`src/rtl/isp_seq_pkg.sv`:
```
package isp_seq_pkg;
  localparam int CODE_PG_W = 8;
  localparam int CODE_LO_W = 8;
  localparam int WORD_PG_W = 7;
  localparam int WORD_LO_W = 7;
  localparam int FADDR_W   = 16;

  localparam logic [4:0] MODE_PROG   = 5'b10100;
  localparam logic [4:0] MODE_PERASE = 5'b00110;
  localparam logic [4:0] MODE_FERASE = 5'b01101;
  localparam logic [4:0] MODE_CLRCRC = 5'b11010;
  localparam logic [4:0] MODE_CPURST = 5'b01001;
  localparam logic [4:0] MODE_NONE   = 5'b00000;

  localparam logic [1:0] XFER_DATA = 2'b00;
  localparam logic [1:0] XFER_CMD  = 2'b10;

  typedef enum logic [1:0] {K_NONE, K_CMD, K_DATA} xfer_kind_e;
endpackage

```
`src/rtl/isp_busy_timer.sv`:
```
module isp_busy_timer #(
  parameter int CNT_W = 8
) (
  input  logic             clk_i,
  input  logic             rst_ni,
  input  logic             load_i,
  input  logic [CNT_W-1:0] load_val_i,
  output logic             busy_o
);
  logic [CNT_W-1:0] cnt_q;

  always_ff @(posedge clk_i or negedge rst_ni) begin
    if (!rst_ni)              cnt_q <= '0;
    else if (load_i)          cnt_q <= load_val_i;
    else if (cnt_q != '0)     cnt_q <= cnt_q - 1'b1;
  end

  assign busy_o = (cnt_q != '0);
endmodule

```
`src/rtl/isp_crc16.sv`:
```
module isp_crc16 #(
  parameter logic [15:0] POLY = 16'h1021,
  parameter logic [15:0] SEED = 16'hFFFF
) (
  input  logic        clk_i,
  input  logic        rst_ni,
  input  logic        clr_i,
  input  logic        upd_i,
  input  logic [7:0]  data_i,
  output logic [15:0] crc_o
);
  logic [15:0] crc_q, crc_nxt;

  always_comb begin
    crc_nxt = crc_q;
    for (int i = 7; i >= 0; i--) begin
      if (crc_nxt[15] ^ data_i[i]) crc_nxt = {crc_nxt[14:0], 1'b0} ^ POLY;
      else                         crc_nxt = {crc_nxt[14:0], 1'b0};
    end
  end

  always_ff @(posedge clk_i or negedge rst_ni) begin
    if (!rst_ni)     crc_q <= SEED;
    else if (clr_i)  crc_q <= SEED;
    else if (upd_i)  crc_q <= crc_nxt;
  end

  assign crc_o = crc_q;
endmodule

```
`src/rtl/isp_addr_ctl.sv`:
```
module isp_addr_ctl
  import isp_seq_pkg::*;
(
  input  logic               clk_i,
  input  logic               rst_ni,
  input  logic               tgt_word_i,
  input  logic               load_page_i,
  input  logic               load_low_i,
  input  logic               step_i,
  input  logic [7:0]         byte_i,
  output logic [FADDR_W-1:0] addr_o,
  output logic [FADDR_W-1:0] erase_addr_o
);
  localparam int CODE_PAD = FADDR_W - CODE_PG_W - CODE_LO_W;
  localparam int WORD_PAD = FADDR_W - WORD_PG_W - WORD_LO_W;

  logic [CODE_PG_W-1:0] page_q;
  logic [CODE_LO_W-1:0] low_q;
  logic [WORD_LO_W-1:0] wlow_inc;

  assign wlow_inc = low_q[WORD_LO_W-1:0] + 1'b1;

  always_ff @(posedge clk_i or negedge rst_ni) begin
    if (!rst_ni) begin
      page_q <= '0;
      low_q  <= '0;
    end else begin
      if (load_page_i)
        page_q <= tgt_word_i ? CODE_PG_W'(byte_i[WORD_PG_W-1:0]) : byte_i[CODE_PG_W-1:0];
      if (load_low_i)
        low_q <= tgt_word_i ? CODE_LO_W'(byte_i[WORD_LO_W-1:0]) : byte_i[CODE_LO_W-1:0];
      else if (step_i)
        low_q <= tgt_word_i ? CODE_LO_W'(wlow_inc) : low_q + 1'b1;  // wraps, no page carry
    end
  end

  always_comb begin
    if (tgt_word_i) begin
      addr_o       = {{WORD_PAD{1'b0}}, page_q[WORD_PG_W-1:0], low_q[WORD_LO_W-1:0]};
      erase_addr_o = {{WORD_PAD{1'b0}}, page_q[WORD_PG_W-1:0], {WORD_LO_W{1'b0}}};
    end else begin
      addr_o       = {{CODE_PAD{1'b0}}, page_q, low_q};
      erase_addr_o = {{CODE_PAD{1'b0}}, page_q, {CODE_LO_W{1'b0}}};
    end
  end
endmodule

```
`src/rtl/isp_seq.sv`:
```
module isp_seq
  import isp_seq_pkg::*;
#(
  parameter logic [5:0] DEV_ID       = 6'h28,
  parameter int         CLK_HZ       = 50_000_000,
  parameter int         PROG_CYCLES  = (CLK_HZ / 1_000_000) * 60,
  parameter int         ERASE_CYCLES = CLK_HZ / 100
) (
  input  logic        clk_i,
  input  logic        rst_ni,
  input  logic        start_i,
  input  logic        stop_i,
  input  logic        byte_valid_i,
  input  logic [7:0]  byte_i,
  output logic        ack_valid_o,
  output logic        ack_o,
  output logic        busy_o,
  output logic        prog_o,
  output logic        page_erase_o,
  output logic        full_erase_o,
  output logic        tgt_word_o,
  output logic [15:0] flash_addr_o,
  output logic [15:0] flash_wdata_o,
  output logic        rst_req_o,
  output logic [15:0] crc_o
);
  localparam int MAX_CYC = (PROG_CYCLES > ERASE_CYCLES) ? PROG_CYCLES : ERASE_CYCLES;
  localparam int CNT_W   = $clog2(MAX_CYC + 1);

  logic [1:0]         idx_q;
  xfer_kind_e         kind_q;
  logic [4:0]         mode_q;
  logic               tgt_q, half_q;
  logic [7:0]         hi_q;
  logic               accept, take, busy;
  logic               cmd_b2, cmd_b3, low_ld, dat;
  logic               is_prog, is_perase, is_ferase;
  logic               prog_fire, erase_fire, crc_upd, crc_clr;
  logic [FADDR_W-1:0] cur_addr, er_addr;
  logic [CNT_W-1:0]   load_val;

  assign is_prog   = (mode_q == MODE_PROG);
  assign is_perase = (mode_q == MODE_PERASE);
  assign is_ferase = (mode_q == MODE_FERASE);

  always_comb begin
    accept = 1'b0;
    if (!busy) begin
      if (idx_q == 2'd0)
        accept = (byte_i[7:2] == DEV_ID) && (byte_i[1:0] == XFER_DATA || byte_i[1:0] == XFER_CMD);
      else if (kind_q == K_CMD)
        accept = (idx_q != 2'd3);
      else if (kind_q == K_DATA)
        accept = (idx_q == 2'd1) || is_prog || is_perase || is_ferase;
    end
  end

  assign take       = byte_valid_i && !start_i && !stop_i && accept;
  assign cmd_b2     = take && kind_q == K_CMD  && idx_q == 2'd1;
  assign cmd_b3     = take && kind_q == K_CMD  && idx_q == 2'd2;
  assign low_ld     = take && kind_q == K_DATA && idx_q == 2'd1;
  assign dat        = take && kind_q == K_DATA && idx_q == 2'd2;
  assign prog_fire  = dat && is_prog && (!tgt_q || half_q);
  assign erase_fire = dat && (is_perase || is_ferase);
  assign crc_upd    = dat && is_prog;
  assign crc_clr    = cmd_b2 && byte_i[7:3] == MODE_CLRCRC;
  assign load_val   = prog_fire ? CNT_W'(PROG_CYCLES) : CNT_W'(ERASE_CYCLES);

  // transaction tracking
  always_ff @(posedge clk_i or negedge rst_ni) begin
    if (!rst_ni) begin
      idx_q  <= 2'd1;
      kind_q <= K_NONE;
    end else if (start_i) begin
      idx_q  <= 2'd0;
      kind_q <= K_NONE;
    end else if (stop_i) begin
      idx_q  <= 2'd1;
      kind_q <= K_NONE;
    end else if (byte_valid_i) begin
      if (idx_q == 2'd0) begin
        idx_q  <= 2'd1;
        kind_q <= !accept ? K_NONE : (byte_i[1] ? K_CMD : K_DATA);
      end else if (take && idx_q != 2'd3 && !(kind_q == K_DATA && idx_q == 2'd2)) begin
        idx_q <= idx_q + 2'd1;
      end
    end
  end

  always_ff @(posedge clk_i or negedge rst_ni) begin
    if (!rst_ni) begin
      mode_q <= MODE_NONE;
      tgt_q  <= 1'b0;
      half_q <= 1'b0;
      hi_q   <= '0;
    end else begin
      if (cmd_b2) begin
        mode_q <= byte_i[7:3];
        tgt_q  <= byte_i[0];
      end
      if (low_ld) half_q <= 1'b0;
      else if (crc_upd && tgt_q) begin
        half_q <= ~half_q;
        if (!half_q) hi_q <= byte_i;
      end
    end
  end

  always_ff @(posedge clk_i or negedge rst_ni) begin
    if (!rst_ni) begin
      ack_valid_o   <= 1'b0;
      ack_o         <= 1'b0;
      prog_o        <= 1'b0;
      page_erase_o  <= 1'b0;
      full_erase_o  <= 1'b0;
      rst_req_o     <= 1'b0;
      flash_addr_o  <= '0;
      flash_wdata_o <= '0;
    end else begin
      ack_valid_o  <= byte_valid_i;
      ack_o        <= take;
      prog_o       <= prog_fire;
      page_erase_o <= erase_fire && is_perase;
      full_erase_o <= erase_fire && is_ferase;
      rst_req_o    <= cmd_b2 && byte_i[7:3] == MODE_CPURST;
      if (prog_fire) begin
        flash_addr_o  <= cur_addr;
        flash_wdata_o <= tgt_q ? {hi_q, byte_i} : {8'h00, byte_i};
      end else if (erase_fire) begin
        flash_addr_o  <= er_addr;
      end
    end
  end

  assign tgt_word_o = tgt_q;
  assign busy_o     = busy;

  isp_addr_ctl u_addr (
    .clk_i        (clk_i),
    .rst_ni       (rst_ni),
    .tgt_word_i   (tgt_q),
    .load_page_i  (cmd_b3),
    .load_low_i   (low_ld),
    .step_i       (prog_fire),
    .byte_i       (byte_i),
    .addr_o       (cur_addr),
    .erase_addr_o (er_addr)
  );

  isp_busy_timer #(.CNT_W(CNT_W)) u_timer (
    .clk_i      (clk_i),
    .rst_ni     (rst_ni),
    .load_i     (prog_fire || erase_fire),
    .load_val_i (load_val),
    .busy_o     (busy)
  );

  isp_crc16 u_crc (
    .clk_i  (clk_i),
    .rst_ni (rst_ni),
    .clr_i  (crc_clr),
    .upd_i  (crc_upd),
    .data_i (byte_i),
    .crc_o  (crc_o)
  );
endmodule

```
`config.mk`:
```
export PLATFORM = sky130hd
export DESIGN_NAME = isp_seq
export DESIGN_NICKNAME = d
export VERILOG_FILES = /design/src/rtl/isp_seq_pkg.sv /design/src/rtl/isp_busy_timer.sv /design/src/rtl/isp_crc16.sv /design/src/rtl/isp_addr_ctl.sv /design/src/rtl/isp_seq.sv
export SDC_FILE = /design/constraint.sdc
export NUM_CORES = 1
export LEC_CHECK = 0
export BUFFER_PORTS_ARGS = -buffer_cell sky130_fd_sc_hd__buf_4
export CAP_MARGIN = 40
export CORE_UTILIZATION = 62
export DETAILED_ROUTE_END_ITERATION = 6
export PLACE_DENSITY_LB_ADDON = 0.08
export SETUP_SLACK_MARGIN = 0.1
export SLEW_MARGIN = 20
export SYNTH_ARGS = -nofsm -noshare
export SYNTH_HDL_FRONTEND = slang
export SYNTH_SLANG_ARGS = --single-unit
```
`constraint.sdc`:
```
create_clock -name clk_i -period 5.4 [get_ports clk_i]
set_input_delay 0.54 -clock clk_i [delete_from_list [all_inputs] [get_ports clk_i]]
set_output_delay 0.54 -clock clk_i [all_outputs]
set_load 0.02 [all_outputs]
```
Word level (Yosys, flattened, before mapping) --
Cells that the tools add are included. Widths: inputs -> output; s select.
Cells by class: reduce and logical (&&, ||, !) cells 46, eq/ne operators 12, $add $sub $neg 4, bitwise operators 18, multiplexer cells 39
Operators by type and width (count):
- $mux 16 | 7
- $mux 13 | 8
- $mux 19 | 3
- $mux 8 | 4
- $not 3->3 | 8
- $mux 2 | 11
- $logic_and 1x1->1 | 21
- $reduce_bool 19->1 | 1
- $sub 19x1->19 const B | 1
- $eq 5x4->1 const B | 2
- $eq 5x5->1 const B | 2
- $reduce_bool 2->1 | 5
- $add 8x1->8 const B | 1
- $xor 1x1->1 | 8
- $add 7x1->7 const B | 1
- $logic_or 1x1->1 | 7
- $eq 2x2->1 const B | 3
- $eq 6x6->1 const B | 1
- $mux 1 | 6
- $reduce_bool 3->1 | 2
- $eq 5x3->1 const B | 1
- $eq 2x1->1 const B | 2
- $logic_not 1->1 | 4
- $logic_not 2->1 | 2
- other kinds (6) | 8
Word-level totals: word-level logic and storage cells 137, input port bits 13, flip-flop bits (word level) 108

Logic depth before layout (Yosys ltp) --
Gate-level depths: netlist of run 1.
word-level depth 18, mapped depth 11, gate-level depth less buffers 8

By module --
Synthesis of run 1 repeated with hierarchy kept, for this count alone.
Unflattened totals: cell total of the unflattened synthesis 503, area, all modules 5719.2 um2
By module, submodules not included:
- isp_seq | area each 2590.0 um2, times used 1, cells an instance 205
- isp_busy_timer | area each 1064.8 um2, times used 1, cells an instance 115
- isp_addr_ctl | area each 1037.2 um2, times used 1, cells an instance 103
- isp_crc16 | area each 1027.2 um2, times used 1, cells an instance 80

Least setup slack after synthesis of run 1 --
OpenSTA, ideal clock, no wires.
path kind in2reg, from input port byte_i[4], to register mode_q[2], stages 6, data arrival time 2493 ps, buffers on the path 1, setup time 125 ps, slack 2782 ps, path through buf_4 -> or4b_4 -> o41ai_4 -> nand2_2 -> nor4_4 -> mux2_2
On the way: word-level cells in the longest chain between the ends 7
Ends and longest elaborated chain:
- start: declaration | RTL line isp_seq.sv:14 | input logic [7:0] byte_i,
- $eq 6x6->1 | RTL line isp_seq.sv:50 | accept = (byte_i[7:2] == DEV_ID) && (byte_i[1:0] == XFER_DATA || byte_i[1:0] == XFER_CMD);
- $logic_and 1x1->1 | RTL line isp_seq.sv:50
- $mux 1 | RTL line isp_seq.sv:49 | if (idx_q == 2'd0)
- $mux 1 | RTL line isp_seq.sv:48 | if (!busy) begin
- $logic_and 1x1->1 | RTL line isp_seq.sv:58 | assign take = byte_valid_i && !start_i && !stop_i && accept;
- $logic_and 1x1->1 (2 in series) | RTL line isp_seq.sv:59 | assign cmd_b2 = take && kind_q == K_CMD && idx_q == 2'd1;
- end signal: assignment | RTL line isp_seq.sv:98 | mode_q <= byte_i[7:3];
- end: declaration | RTL line isp_seq.sv:32 | logic [4:0] mode_q;
No other way between the ends. A chain may end at the register's enable or synchronous reset.

Worst setup path after layout of run 1 --
from register u_timer.cnt_q[0], to register u_addr.low_q[1]
On the way: word-level cells in the longest chain between the ends 8, elaborated cells between the ends (all ways) 10, classes of those cells 2 x mux; 8 x reduce/logical
Ends and longest elaborated chain:
- start: declaration | RTL line isp_busy_timer.sv:10 | logic [CNT_W-1:0] cnt_q;
- start signal: assignment | RTL line isp_busy_timer.sv:14 | else if (load_i) cnt_q <= load_val_i;
- start signal: assignment | RTL line isp_busy_timer.sv:15 | else if (cnt_q != '0) cnt_q <= cnt_q - 1'b1;
- $reduce_bool 19->1 * | RTL line isp_busy_timer.sv:18 | assign busy_o = (cnt_q != '0);
- $mux 1 * | RTL line isp_seq.sv:48
- $logic_and 1x1->1 * | RTL line isp_seq.sv:58
- $logic_and 1x1->1 * | RTL line isp_seq.sv:61, isp_seq.sv:62
- $logic_and 1x1->1 | RTL line isp_seq.sv:62 | assign dat = take && kind_q == K_DATA && idx_q == 2'd2;
- $logic_and 1x1->1 (2 in series) | RTL line isp_seq.sv:63 | assign prog_fire = dat && is_prog && (!tgt_q || half_q);
- $reduce_bool 2->1 (no source line)
- end signal: assignment | RTL line isp_addr_ctl.sv:31 | low_q <= tgt_word_i ? CODE_LO_W'(byte_i[WORD_LO_W-1:0]) : byte_i[CODE_LO_W-1:0];
- end signal: assignment | RTL line isp_addr_ctl.sv:33 | low_q <= tgt_word_i ? CODE_LO_W'(wlow_inc) : low_q + 1'b1;
- end: declaration | RTL line isp_addr_ctl.sv:18 | logic [CODE_LO_W-1:0] low_q;
Mark *: on every way between the ends. The rest lies on a longest branch, timed or not.

==> results of run 1 <==
==> routing by layer <==
metal  vias to the layer above  track usage, %
li1                       1832               -
met1                      1905            37.3
met5                         -               0
met3                        14            6.12
met2                       106            46.3
met4                         0            8.21
==> registers in the layout (all words and copies together) (netlist names) <==
| register | count |
|---|---|
| u_addr.low_q | 8 |
| flash_wdata_o | 16 |
| prog_o | 1 |
| ack_valid_o | 1 |
| idx_q | 2 |
| tgt_word_o | 1 |
| ack_o | 1 |
| u_addr.page_q | 8 |
| u_timer.cnt_q | 19 |
| rst_req_o | 1 |
| hi_q | 8 |
| flash_addr_o | 16 |
| mode_q | 5 |
| u_crc.crc_o | 16 |
| page_erase_o | 1 |
| half_q | 1 |
| kind_q | 2 |
| full_erase_o | 1 |
==> metrics by stage <==
step	utilization, %	total power [mW]
floorplan	-	1.03
global route	73.9	1.66
global placement	71.2	1.08
CTS	73.9	1.60
finish	73.9	1.59
detailed placement	71.4	1.09
==> area by class of cell <==
cell class / count / area, µm² / share of cell area, %
inverters: 10 / 37.5 / 0.615
clock buffers: 10 / 138 / 2.26
repair buffers: 71 / 541 / 8.86
flip-flops and latches: 108 / 2720 / 44.6
clock inverters: 6 / 68.8 / 1.13
well taps: 105 / 131 / 2.15
multi-input cells: 359 / 2460 / 40.3
==> synth_stat cells, types with 2 or more instances <==
| master | n | area [µm²] |
|---|---|---|
| a211oi_1 | 2 | 15.0 |
| a21oi_1 | 20 | 100 |
| a22o_1 | 7 | 61.3 |
| and2_1 | 3 | 18.8 |
| and3_1 | 2 | 12.5 |
| and4_1 | 2 | 17.5 |
| buf_2 | 8 | 40.0 |
| buf_6 | 2 | 22.5 |
| clkbuf_1 | 11 | 41.3 |
| dfrtp_1 | 91 | 2280 |
| dfstp_2 | 17 | 447 |
| ha_1 | 7 | 87.6 |
| inv_1 | 10 | 37.5 |
| mux2_2 | 37 | 417 |
| mux2i_1 | 2 | 20.0 |
| nand2_1 | 98 | 368 |
| nand2b_1 | 3 | 18.8 |
| nand3_1 | 7 | 35.0 |
| nand4_1 | 6 | 37.5 |
| nand4_2 | 3 | 37.5 |
| nor2_1 | 31 | 116 |
| nor2b_1 | 11 | 68.8 |
| nor3_1 | 6 | 30.0 |
| nor3b_1 | 2 | 15.0 |
| nor4_1 | 9 | 56.3 |
| nor4b_1 | 2 | 17.5 |
| o211ai_2 | 8 | 100 |
| o21ai_0 | 12 | 60.1 |
| o21ai_2 | 2 | 17.5 |
| o2bb2ai_1 | 2 | 17.5 |
| or3_1 | 3 | 18.8 |
| xnor2_1 | 32 | 280 |
| xor2_1 | 17 | 149 |
==> logic make-up (layout without fill, tap and decap cells) <==
family                     count (synthesis)  after routing
xor gates and xnor gates                  49             49
muxes                                     39             39
and+or+nand+nor                          203            203
DFF                                      108            108
AOI/OAI and AO/OA                         61             61
buffers and inverters                     32             97
adders and majority gates                  7              7
==> power groups by stage <==
stage | combinational (mW) | sequential [mW] | clock [mW]
floorplan | 0.133 | 0.895 | 0
CTS | 0.189 | 0.890 | 0.523
finish | 0.187 | 0.891 | 0.509
global placement | 0.180 | 0.902 | 0
detailed placement | 0.189 | 0.904 | 0
global route | 0.214 | 0.894 | 0.552
==> worst min path at each step <==
stage	from	end	slack (ns)	cells past startpoint
4_1_cts	rst_ni	flash_wdata_o[14]	0.21	1
2_1_floorplan	rst_ni	ack_o	0.24	0
3_3_place_gp	flash_wdata_o[6]	flash_wdata_o[6]	0.45	2
3_5_place_dp	flash_wdata_o[8]	flash_wdata_o[8]	0.46	2
6_report	rst_ni	flash_wdata_o[14]	0.18	1
5_1_grt	rst_ni	hi_q[6]	0.24	1
==> flow_summary.yaml, run 1 <==
finish:
  syn_to_final_growth_pct: 14.4
  antenna_cells: 0
  fin_area_mm2: 0.00610
  instances_no_fill: 669
  fin_nets: 579
  mostFrequentLayoutCells: "nand2_1, dfrtp_1, buf_4"
  layout_commonest_cell: "nand2_1"
  drive_gt1_share_pct: 29.6
  n_fill_cell: 594
power_and_ir_drop:
  swShare_pct: 27.2
  p_leak_nw: 2.92
  combPwrFrac_pct: 11.8
  seqPwrFrac_pct: 56.1
  ir_worst_vdd_mv: 0.145
  internal_power_mw: 1.16
  power_frac_clock_pct: 32.1
  switchingPower_uw: 431
  powerDensity_mw_per_mm2: 260
timing:
  fin_crit_sh_pct: 59.9
  timing.final.hold_violations: 0
  setup-tns-final_ns: 0
  clock.fmax_ghz: 0.309
  setup_viol: 0
  slew_headroom_pct: 43.8
  rsz0062_at_grt: "no"
  whs_ns: 0.183
  finalCriticalPeriod_ns: 3.23
  setup_slack_ns: 2.17
  slew_violations: 0
  tightest_slew_ns: 0.836
  fin_skew_ns: 0.0132
placed_design:
  place.detailed.instances: 653
  place_area_mm2: 0.00589
  io_buffers: 68
  finalWeightedCongestion: 0.844
  dp_hpwl_um: 7930
  place_ws_ns: 2.17
global_routing:
  antenna_found_initial: 0
  grt_pass1_wl_um: 18900
  grt_usage_pct: 28.1
  grt_pass1_vias: 3747
  overflow: 0
  grt_max_degree: 56
clock_network:
  cts_root_buffer: "clkbuf_8"
  cts.path.max_buffers: 2
  htree_levels: 3
  clock_sinks: 108
  clkTransAtPathRegs_ns: 0.10
  ctsResizeCount: 0
  insertion_delay_ns: 0.38
  cts_tree: "built"
  hold_buffers: 0
  postCtsSetupRepairBufs: 0
  numCtsBuffers: 9
floorplanning:
  dieHeight_um: 94.8
  core_mm2: 0.00826
  start_util_pct: 64.6
  ios: 69
  num_rows: 33
  dieArea_mm2: 0.00898
  die_x_um: 94.8
worst_setup_path:
  cp_num_cells: 9
  r2r-start: "u_timer.cnt_q[0]"
  cp_slowest_cell: "nor4b_1"
  critPathLaunch: "u_timer.cnt_q[0]"
  cp_common_cell: "nor4b_1"
  ff2ff_path_depth: 9
  crit_path_end: "u_addr.low_q[1]"
  cp_cell_sequence: "inv_1 > ha_1 > nor4b_1 > nor4b_1 > and4_1 > buf_4 > nand3_2 > mux2i_1 > a21oi_1"
  setup.worst_path.class: "flip-flop to flip-flop"
  reg2reg_slack_ns: 2.17
  cp-start-kind: "flip-flop"
  end_kind: "flip-flop"
  reg2reg_to: "u_addr.low_q[1]"
  max_stage_delay_ns: 0.56
  cp_num_buf_inv: 2
  crit_fanout: 25
  cpLargestDelayFamily: "simple AND/OR/NAND/NOR gates"
  worstPathRequired_ns: 5.64
  critPathArrivalTime_ns: 3.47
detailed_routing:
  met3_length_um: 582
  drc: 0
  routed.top_layer: "met4"
  viasPerCell: 5.77
  vias: 3857
  wirelength_um: 11400
  met2_length_um: 5560
  postRouteAntennaNets: 0
  routedWlPerCell_um: 17.0
  drt-initial-drc-count: 201
  firstDrtPassIters: 5
  drt-met1-wl_um: 5040
yosys:
  async_flop_share_pct: 100
  synth.yosys.warnings: 0
  synth_mux_area_share_pct: 8.19
  syn-instance-count: 499
  synth_compound_area_share_pct: 8.63
  yosysSeqAreaShare_pct: 51.1
  synth_cell_types: 57
  synthesis.nets: 519
  syn_area_mm2: 0.00533
  yosys.area_share.simple_pct: 19.6
  synth_flop_cell: "dfrtp_1"
  synth_xor_area_share_pct: 8.05
  ys_ff_latch: 108
  synth_top_family_by_area: "simple AND/OR/NAND/NOR gates"
  syn_area_per_cell_um2: 10.7
  synth_fa_ha_area_share_pct: 1.64
  synth-edff-count: 0
hold_path:
  hold_path_class: "primary input to async pin"
job:
  max-cap-violations: 0
run_status:
  status: "finished, final reports clean"
(Power assumes the default switching activity.)
==> run 2, diff against run 1 <==
CORE_UTILIZATION = 58   (was 62)
clock period = 3.2 ns   (was 5.4 ns; I/O delays follow)
==> run 2 against run 1 <==
Net effect:
- the flow now finishes with violations (DRC)
- core utilization fell by 3.9 points
- flip-flop and latch count unchanged
- first-iteration DRC count up 14%
- sequential power rose by 68%
- register-to-register slack worse by 1.7 ns
- cell area increased by 1.0%
- die area rose by 6.7%
- critical endpoint is now u_crc.crc_o[4]
==> flow_summary.yaml, run 2 (same netlist as run 1, synthesis figures left out) <==
timing:
  finalCriticalPeriod_ns: 2.78
  fin_crit_sh_pct: 86.9
  setup_slack_ns: 0.420
  setup_viol: 0
  clock.fmax_ghz: 0.360
  fin_skew_ns: 0.0161
  slew_violations: 0
  timing.final.hold_violations: 0
  slew_headroom_pct: 54.6
  tightest_slew_ns: 0.682
  whs_ns: 0.0843
  rsz0062_at_grt: "no"
  setup-tns-final_ns: 0
worst_setup_path:
  worstPathRequired_ns: 3.49
  cp-start-kind: "flip-flop"
  critPathLaunch: "u_timer.cnt_q[3]"
  setup.worst_path.class: "flip-flop to flip-flop"
  crit_fanout: 16
  end_kind: "flip-flop"
  critPathArrivalTime_ns: 3.07
  r2r-start: "u_timer.cnt_q[3]"
floorplanning:
  num_rows: 34
  die_x_um: 97.9
  dieHeight_um: 97.9
  dieArea_mm2: 0.00958
  core_mm2: 0.00881
  start_util_pct: 60.6
  ios: 69
power_and_ir_drop:
  switchingPower_uw: 720
  swShare_pct: 27.9
  combPwrFrac_pct: 12.4
  internal_power_mw: 1.86
  power_frac_clock_pct: 29.4
  powerDensity_mw_per_mm2: 418
  ir_worst_vdd_mv: 0.257
  seqPwrFrac_pct: 58.2
  p_leak_nw: 2.96
finish:
  fin_util_pct: 70.0
  seq_area_mm2: 0.00272
  antenna_cells: 0
  drive_gt1_share_pct: 30.6
  layout_commonest_cell: "nand2_1"
  n_fill_cell: 659
  largest_register_ffs: 19
  multi_input_comb_area_mm2: 0.00246
  fin_nets: 590
  top_register: "u_timer.cnt_q"
  syn_to_final_growth_pct: 15.6
  mostFrequentLayoutCells: "nand2_1, dfrtp_1, buf_4"
detailed_routing:
  firstDrtPassIters: 7
  viasPerCell: 5.65
  vias: 3858
  drt-initial-drc-count: 229
  drc: 2
  wirelength_um: 11400
  postRouteAntennaNets: 0
  routedWlPerCell_um: 16.6
global_routing:
  grt_max_degree: 47
  overflow: 0
  grt_pass1_vias: 3837
  grt_pass1_wl_um: 19000
  antenna_found_initial: 0
  grt_usage_pct: 25.2
placed_design:
  finalWeightedCongestion: 0.892
  dp_hpwl_um: 8110
  place_ws_ns: 0.424
  io_buffers: 68
run_status:
  status: "complete, but fails checks"
  failed_checks: "DRC"
job:
  max-cap-violations: 0
clock_network:
  clkTransAtPathRegs_ns: 0.11
  cts_tree: "built"
  clock_sinks: 108
  ctsResizeCount: 0
  cts_root_buffer: "clkbuf_8"
  cts.path.max_buffers: 2
  insertion_delay_ns: 0.36
  htree_levels: 3
  numCtsBuffers: 9
hold_path:
  hold_path_class: "primary input to flip-flop"
  hp-start: "byte_valid_i"
==> run 2: worst max-delay path, stage by stage, from the launching register on <==
cell and delay (ns):
dfrtp_1 0.43, or4_4 0.59, nor3_4 0.25, nand3_4 0.21, nor4_4 0.64, nand4_4 0.38
o21ai_0 0.20
==> run 2: area by class of cell <==
| type | instances | share of cell area, % |
|---|---|---|
| well taps | 108 | 2.19 |
| repair buffers | 82 | 10.2 |
| flip-flops and latches | 108 | 44.2 |
| inverters | 10 | 0.609 |
| clock buffers | 10 | 2.07 |
| clock inverters | 6 | 0.792 |
| multi-input cells | 359 | 39.9 |
==> run 2: power by group through the flow <==
stage	Combinational [mW]	Clock [mW]	Sequential [mW]
6_report	0.321	0.758	1.50
5_1_grt	0.355	0.823	1.51
4_1_cts	0.324	0.774	1.50
3_5_place_dp	0.319	0	1.52
3_3_place_gp	0.310	0	1.52
2_1_floorplan	0.225	0	1.51
==> run 2: path summary, 6_finish.rpt <==
| path | to | slack, ns | depth (start not counted) |
|---|---|---|---|
| worst min-delay path | ack_valid_o | 0.08 | 1 |
| worst max register to register | u_crc.crc_o[4] | 0.42 | 6 |
| worst min register to register | flash_wdata_o[13] | 0.48 | 2 |
| max in group asynchronous | u_crc.crc_o[3] | 1.96 | 3 |
| min in group asynchronous | hi_q[2] | 0.50 | 2 |
| worst max-delay path | u_crc.crc_o[4] | 0.42 | 6 |
==> run 2: what timing repair did <==
| action | 4_1_cts | 5_1_grt |
|---|---|---|
| hold buffers | 1 | 0 |
| hold endpoints to repair | 34 | 0 |
| buffers inserted | 0 | 0 |
==> run 2: through the flow <==
| step | power, mW | instance area (µm²) | cells |
|---|---|---|---|
| 3_5_place_dp | 1.84 | 5980 | 666 |
| 6_report | 2.58 | 6160 | 683 |
| 3_3_place_gp | 1.83 | 5960 | 665 |
| 2_1_floorplan | 1.73 | 5330 | 499 |
| 5_1_grt | 2.69 | 6160 | 683 |
| 4_1_cts | 2.60 | 6160 | 683 |
==> run 2: layer usage <==
| metal | up-vias | share of wire [%] | global-route usage [%] |
|---|---|---|---|
| li1 | 1857 | - | - |
| met1 | 1874 | 45 | 33.3 |
| met2 | 107 | 49 | 42.4 |
| met3 | 20 | 4.1 | 4.58 |
| met4 | 0 | 1.9 | 7.93 |
| met5 | - | 0 | 0 |
